<file path="src/rtl/gpio_cell_pkg.sv">
`timescale 1ns/1ps
// Package: field positions and helpers shared by the pad control cell.
// Assumes the 13-bit configuration layout below is fixed by the pad.
package gpio_cell_pkg;
    localparam int CFG_W    = 13;
    localparam int DM_W     = 3;
    localparam int STAT_LSB = 2;
    localparam int STAT_W   = CFG_W - STAT_LSB;
    localparam int DM_LSB   = CFG_W - DM_W;
    localparam int OWN_BIT  = 0;
    localparam int ODIS_BIT = 1;

    typedef logic [CFG_W-1:0] cfg_t;
    typedef logic [DM_W-1:0]  dmode_t;

    localparam cfg_t RST_ORDINARY = 13'h0403;
    localparam cfg_t RST_FULL     = 13'h1801;

    localparam dmode_t DM_PULLUP   = 3'b010;
    localparam dmode_t DM_PULLDOWN = 3'b011;

    // True for the two drive modes where the output is forced locally.
    function automatic logic is_pull_mode(input dmode_t dm);
        return (dm == DM_PULLUP) || (dm == DM_PULLDOWN);
    endfunction
endpackage

</file>
<file path="src/rtl/pad_cfg_reg.sv">
`timescale 1ns/1ps
// Holds the local configuration copy. It loads only on the transfer strobe.
// Assumes the strobe is synchronous to clk_i. Reset is synchronous, active low.
module pad_cfg_reg
    import gpio_cell_pkg::*;
#(
    parameter cfg_t RST_VAL = RST_ORDINARY
) (
    input  logic clk_i,
    input  logic rst_ni,
    input  cfg_t word_i,
    input  logic load_i,
    output cfg_t cfg_o
);
    cfg_t cfg_q;

    // Capture the offered word on a strobe; otherwise hold.
    always_ff @(posedge clk_i) begin
        if (!rst_ni) begin
            cfg_q <= RST_VAL;
        end else if (load_i) begin
            cfg_q <= word_i;
        end
    end

    assign cfg_o = cfg_q;
endmodule

</file>
<file path="src/rtl/pad_route.sv">
`timescale 1ns/1ps
// Routes output, enable and input between the pad and its current owner.
// FULL_MGMT picks the full three-signal management path or the single shared wire.
// Assumes cfg_i comes from the local register (no combinational path from the bus).
module pad_route
    import gpio_cell_pkg::*;
#(
    parameter bit FULL_MGMT = 1'b0
) (
    input  cfg_t cfg_i,
    input  logic pad_in_i,
    output logic pad_out_o,
    output logic pad_oe_n_o,
    input  logic usr_out_i,
    input  logic usr_oe_i,
    output logic usr_in_o,
    input  logic mgmt_out_i,
    input  logic mgmt_oe_i,
    output logic mgmt_in_o
);
    logic   own_mgmt;
    logic   out_dis;
    dmode_t dmode;
    logic   m_out;
    logic   m_oe_n;

    assign own_mgmt = cfg_i[OWN_BIT];
    assign out_dis  = cfg_i[ODIS_BIT];
    assign dmode    = cfg_i[CFG_W-1:DM_LSB];
    assign usr_in_o = pad_in_i;

    generate
        if (FULL_MGMT) begin : g_full
            // Dedicated management signals; the disable bit plays no part.
            always_comb begin
                m_out     = mgmt_out_i;
                m_oe_n    = ~mgmt_oe_i;
                mgmt_in_o = pad_in_i;
            end
        end else begin : g_shared
            logic unused_mgmt_oe;
            assign unused_mgmt_oe = mgmt_oe_i;
            // Shared wire: direction from the disable bit, pull modes force the value.
            always_comb begin
                m_oe_n    = out_dis;
                mgmt_in_o = out_dis ? pad_in_i : 1'b0;
                if (is_pull_mode(dmode)) begin
                    m_out = ~dmode[0];
                end else begin
                    m_out = mgmt_out_i;
                end
            end
        end
    endgenerate

    // Pick the owner of the dynamic pad signals.
    always_comb begin
        if (own_mgmt) begin
            pad_out_o  = m_out;
            pad_oe_n_o = m_oe_n;
        end else begin
            pad_out_o  = usr_out_i;
            pad_oe_n_o = ~usr_oe_i;
        end
    end
endmodule

</file>
<file path="src/rtl/pad_ctl_cell.sv">
`timescale 1ns/1ps
// Top of the per-pad control cell: local config register, static outputs
// and dynamic routing. FULL_MGMT=1 builds the full-management pad type
// (its own reset value and three management signals).
module pad_ctl_cell
    import gpio_cell_pkg::*;
#(
    parameter bit FULL_MGMT = 1'b0
) (
    input  logic              clk_i,
    input  logic              rst_ni,
    input  logic [CFG_W-1:0]  cfg_word_i,
    input  logic              cfg_load_i,
    input  logic              pad_in_i,
    output logic              pad_out_o,
    output logic              pad_oe_n_o,
    output logic [STAT_W-1:0] pad_static_o,
    input  logic              usr_out_i,
    input  logic              usr_oe_i,
    output logic              usr_in_o,
    input  logic              mgmt_out_i,
    input  logic              mgmt_oe_i,
    output logic              mgmt_in_o
);
    localparam cfg_t RST_VAL = FULL_MGMT ? RST_FULL : RST_ORDINARY;

    cfg_t cfg_q;

    pad_cfg_reg #(.RST_VAL(RST_VAL)) u_reg (
        .clk_i  (clk_i),
        .rst_ni (rst_ni),
        .word_i (cfg_word_i),
        .load_i (cfg_load_i),
        .cfg_o  (cfg_q)
    );

    // Static controls pass straight through from the register.
    assign pad_static_o = cfg_q[CFG_W-1:STAT_LSB];

    pad_route #(.FULL_MGMT(FULL_MGMT)) u_route (
        .cfg_i      (cfg_q),
        .pad_in_i   (pad_in_i),
        .pad_out_o  (pad_out_o),
        .pad_oe_n_o (pad_oe_n_o),
        .usr_out_i  (usr_out_i),
        .usr_oe_i   (usr_oe_i),
        .usr_in_o   (usr_in_o),
        .mgmt_out_i (mgmt_out_i),
        .mgmt_oe_i  (mgmt_oe_i),
        .mgmt_in_o  (mgmt_in_o)
    );
endmodule

</file>
<file path="config.mk">
export PLATFORM = sky130hd
export DESIGN_NAME = pad_ctl_cell
export DESIGN_NICKNAME = d
export VERILOG_FILES = /design/src/rtl/gpio_cell_pkg.sv /design/src/rtl/pad_cfg_reg.sv /design/src/rtl/pad_route.sv /design/src/rtl/pad_ctl_cell.sv
export SDC_FILE = /design/constraint.sdc
export NUM_CORES = 1
export LEC_CHECK = 0
export BUFFER_PORTS_ARGS = -buffer_cell sky130_fd_sc_hd__buf_2
export CORE_MARGIN = 2
export CORE_UTILIZATION = 41
export CTS_CLUSTER_DIAMETER = 150
export CTS_CLUSTER_SIZE = 24
export DETAILED_ROUTE_END_ITERATION = 7
export PLACE_DENSITY = 0.73
export SLEW_MARGIN = 20
export SYNTH_ARGS = -nofsm -noshare
export SYNTH_HDL_FRONTEND = slang
export SYNTH_SLANG_ARGS = --single-unit
export TNS_END_PERCENT = 1
</file>
<file path="constraint.sdc">
create_clock -name clk_i -period 1.3 [get_ports clk_i]
set_input_delay 0.195 -clock clk_i [delete_from_list [all_inputs] [get_ports clk_i]]
set_output_delay 0.195 -clock clk_i [all_outputs]
set_load 0.02 [all_outputs]
</file>
Word level (Yosys, flattened, before mapping)
Index checks and enable logic that the tools add are counted.

Output and inout bits: 15. Bits in latches: 0. Memories: 0. Bits of input ports: 21. ROM bits: 0. Bits in registers: 13. Bits in writable memories: 0. Logic and storage cells: 10.

Add/sub/neg operators: 0. Reduce and logical (&&, ||, !) cells: 1. Magnitude comparators: 0. Shifts and indexed selects: 0. Eq/ne operators: 2. Muxes and demuxes: 4. Div/mod/pow operators: 0. Bitwise operators: 2. Multiply operators: 0.

Operators with widths (count): 3-bit by 2-bit == test with 1-bit output (second input constant) (2); 1-bit 2-to-1 mux (4); 1-bit inverter (2); 1-bit logical OR (1).

Logic depth before layout (Yosys ltp)
Depth after elaboration: 4. Gate-level depth with buffers: 4. Depth with buffers taken out: 2.

Modules after synthesis
From an unflattened synthesis, not the netlist that was laid out.

Cell total of the unflattened synthesis: 50. Area, all modules: 563.0 µm².

By module, submodules not included: pad_cfg_reg (times used 1, area each 499.2 µm², cells an instance 42, seq. area each 260.2 µm²); pad_route (times used 1, area each 63.8 µm², cells an instance 8, seq. area each 0.0 µm²).

Least setup slack after synthesis
OpenSTA, ideal clock, no wires.

Path type: register -> output. From: register u_reg.cfg_q[12], in the netlist u_reg.cfg_o[12]. To: output port pad_out_o. Path slack: 178 ps. Cell stages (with the launch flop): 3. Buffers on the path: 0. Arrival: 927 ps. Path through: dfxtp_1 and4bb_1 a311o_1.

Longest elaborated chain between the ends: 4.

RTL lines: from (decl) (line pad_cfg_reg.sv:15) `cfg_t cfg_q;`; from (signal assigned) (line pad_cfg_reg.sv:22) `cfg_q <= word_i;`; 3-bit by 2-bit == test with 1-bit output (line gpio_cell_pkg.sv:24) `return (dm == DM_PULLUP) || (dm == DM_PULLDOWN);`; 1-bit logical OR (*) (line gpio_cell_pkg.sv:24); 1-bit 2-to-1 mux (*) (line pad_route.sv:47) `if (is_pull_mode(dmode)) begin`; 1-bit 2-to-1 mux (*) (line pad_route.sv:58) `if (own_mgmt) begin`; to (decl) (line pad_ctl_cell.sv:15) `output logic pad_out_o,`.

Every way passes the cells marked *; elsewhere a longest branch is shown, timed or not.

Worst setup path after layout
From: register u_reg.cfg_q[0], in the netlist u_reg.cfg_o[0]. To: output port pad_out_o.

Longest elaborated chain between the ends: 1.

RTL lines (line): 1-bit 2-to-1 mux (pad_route.sv:58).

Every way passes these cells.

==> metrics <==
outcome=finished with violations; failing checks=negative setup slack; Fin. Hold Viols=0; Worst-Skew Late Latency=260 ps; Die W=43.3 µm; post-route ant nets=0; Post-synth EDFFs=0; Netlist Area Pre-Place=634 µm²; Netlist cell types=14; Clock transition at path regs=70 ps; IO Count=36; Max-Cap Viols=0; top cells by area, synth=dfxtp_1 (41%), mux2i_1 (21%), buf_4 (15%); wire length per cell after detailed routing=10.1 µm; Finished Cell Area=769 µm²; Seq/Total Area, Yosys=0.410; startpoint types=flip-flop; HP Class=input port to flip-flop; vias in the first global route=427; root buf cell=clkbuf_4; final slew viol count=0; grt met3 use=0.0292; RSZ-0062 raised after global routing=true; minimum clock period=1460 ps; # diodes=0; placed inst area=708 µm²; Area growth syn-to-layout=21.3%; DP Cell Count=96; FFs w/ async S/R, synth=0; crit end category=output port; GPL Wtd Cong=0.625; first-pass GRT wire length=1630 µm; Max Clock Freq=687 MHz; Clock Sinks=13; Initial Utilization=0.431; Avg Cell Area, Syn=10.4 µm²; P_leak=0.414 nW; routed vias=470; Fin Clk Skew=0 ps; Post-Syn Nets=82; slew margin rel.=0.745; CTS tree=built; largest net degree at the start of global routing=15; required time of the critical path=1110 ps; synth warn=0; maximum vdd drop=0.478 mV; final worst-path cycle share=1.12; placeable core area=1470 µm²; CP max FO=4; DR pass1 iterations=2; initial DRC count=3; cts bufs inserted=3; number of fill cells=156; routing usage on met1=0.128; detailed placement HPWL=799 µm; Final setup viols=1; num rows=14; top cells by count, synth=buf_4 (13), dfxtp_1 (13), mux2i_1 (13); WHS=144 ps; worst-margin pin slew=382 ps; Synth Instances=61; drt total wl=1040 µm; area share of the largest cell type after synthesis=0.410; power per cell area=1100 nW/µm²; number of synthesized register bits=13; I/O Buffers=34; max FFs per register=13; Post-CTS Hold Fix Bufs=0; type of the worst setup path=flip-flop to output port; Clock Path Buffers=2; die area=1880 µm²; GR Util All Layers=0.117; DR DRC count=0; WP data arrival=1260 ps; nets=109; most area-hungry cell type in the Yosys netlist=dfxtp_1; share of cells above drive strength 1=0.494; grt met2 use=0.200; overflow left after global routing=0; Most used DFF post-synth=dfxtp_1; Die Ht=43.3 µm; # H-tree levels=1; fin cells=103; Via density=4.56; Top Usage Layer GRT=met2; Setup WS post-layout=-157 ps; antenna violations before repair=0
area by class of cell:
cell class / instances / area [µm²] / area share
Inverter: 1 / 3.75 / 0.00488
Tap cell: 16 / 20.0 / 0.0260
Multi-Input combinational cell: 32 / 254 / 0.330
Sequential cell: 13 / 264 / 0.343
Timing Repair Buffer: 37 / 201 / 0.262
Clock buffer: 4 / 26.3 / 0.0341
critical path, cell delays in order (launching register included):
cell     delay (ps)
dfxtp_2         350
and2b_1         180
a311o_1         330
buf_6           140
cell usage in the layout (no fill, tap or decap):
master / synthesis / layout
dfxtp_2: 0 / 3
inv_1: 1 / 1
and2_1: 1 / 1
o211ai_1: 1 / 1
nor2b_1: 10 / 10
buf_2: 0 / 32
nand2b_1: 1 / 1
a311o_1: 1 / 1
mux2i_1: 13 / 13
clkbuf_1: 1 / 1
buf_6: 0 / 1
dfxtp_1: 13 / 10
and2b_1: 1 / 1
and4bb_1: 1 / 1
clkbuf_4: 0 / 3
nand2_1: 3 / 3
buf_4: 13 / 4
per-stage QoR:
stage	TNS, ps	setup WS, ps	power (mW)	util
after floorplan	0	178	0.579	-
after global placement	0	116	0.604	0.481
after detailed placement	0	72.8	0.609	0.481
after CTS	-169	-169	0.863	0.521
after global routing	-264	-222	0.901	0.523
final	-157	-157	0.846	0.523
where the power goes:
group          internal [mW]  switching (mW)
Clock                  0.119           0.115
Sequential             0.423          0.0120
Combinational         0.0876          0.0888
kinds of logic after synthesis:
| kind of cell | synth area share |
|---|---|
| simple gates | 0.168 |
| mux | 0.205 |
| buf+inv | 0.189 |
| flops | 0.410 |
| compound gates | 0.0276 |
metal layers:
metal  up-vias  part of all wire
met5         -                 0
met4         0             0.012
met3         2             0.084
met2        19              0.50
met1       209              0.40
li1        240                 -
repair_timing:
action / 4_1_cts / 5_1_grt
setup buffers: 3 / 0
setup endpoints to repair: 1 / 2
pin swaps: 1 / 0
resized for setup: 5 / 1
hold endpoints to repair: 0 / 0
path summary, 6_finish.rpt:
kind                                start                           end  slack (ps)  cells after the start
max reg2reg   u_reg.cfg_o[0]$_SDFFE_PN1P_   u_reg.cfg_o[0]$_SDFFE_PN1P_         540                      3
max           u_reg.cfg_o[0]$_SDFFE_PN1P_                     pad_out_o        -160                      3
min reg2reg  u_reg.cfg_o[10]$_SDFFE_PN1P_  u_reg.cfg_o[10]$_SDFFE_PN1P_         490                      2
min                        cfg_word_i[10]  u_reg.cfg_o[10]$_SDFFE_PN1P_         140                      3
Note: power is estimated with default switching activity, not from simulation.
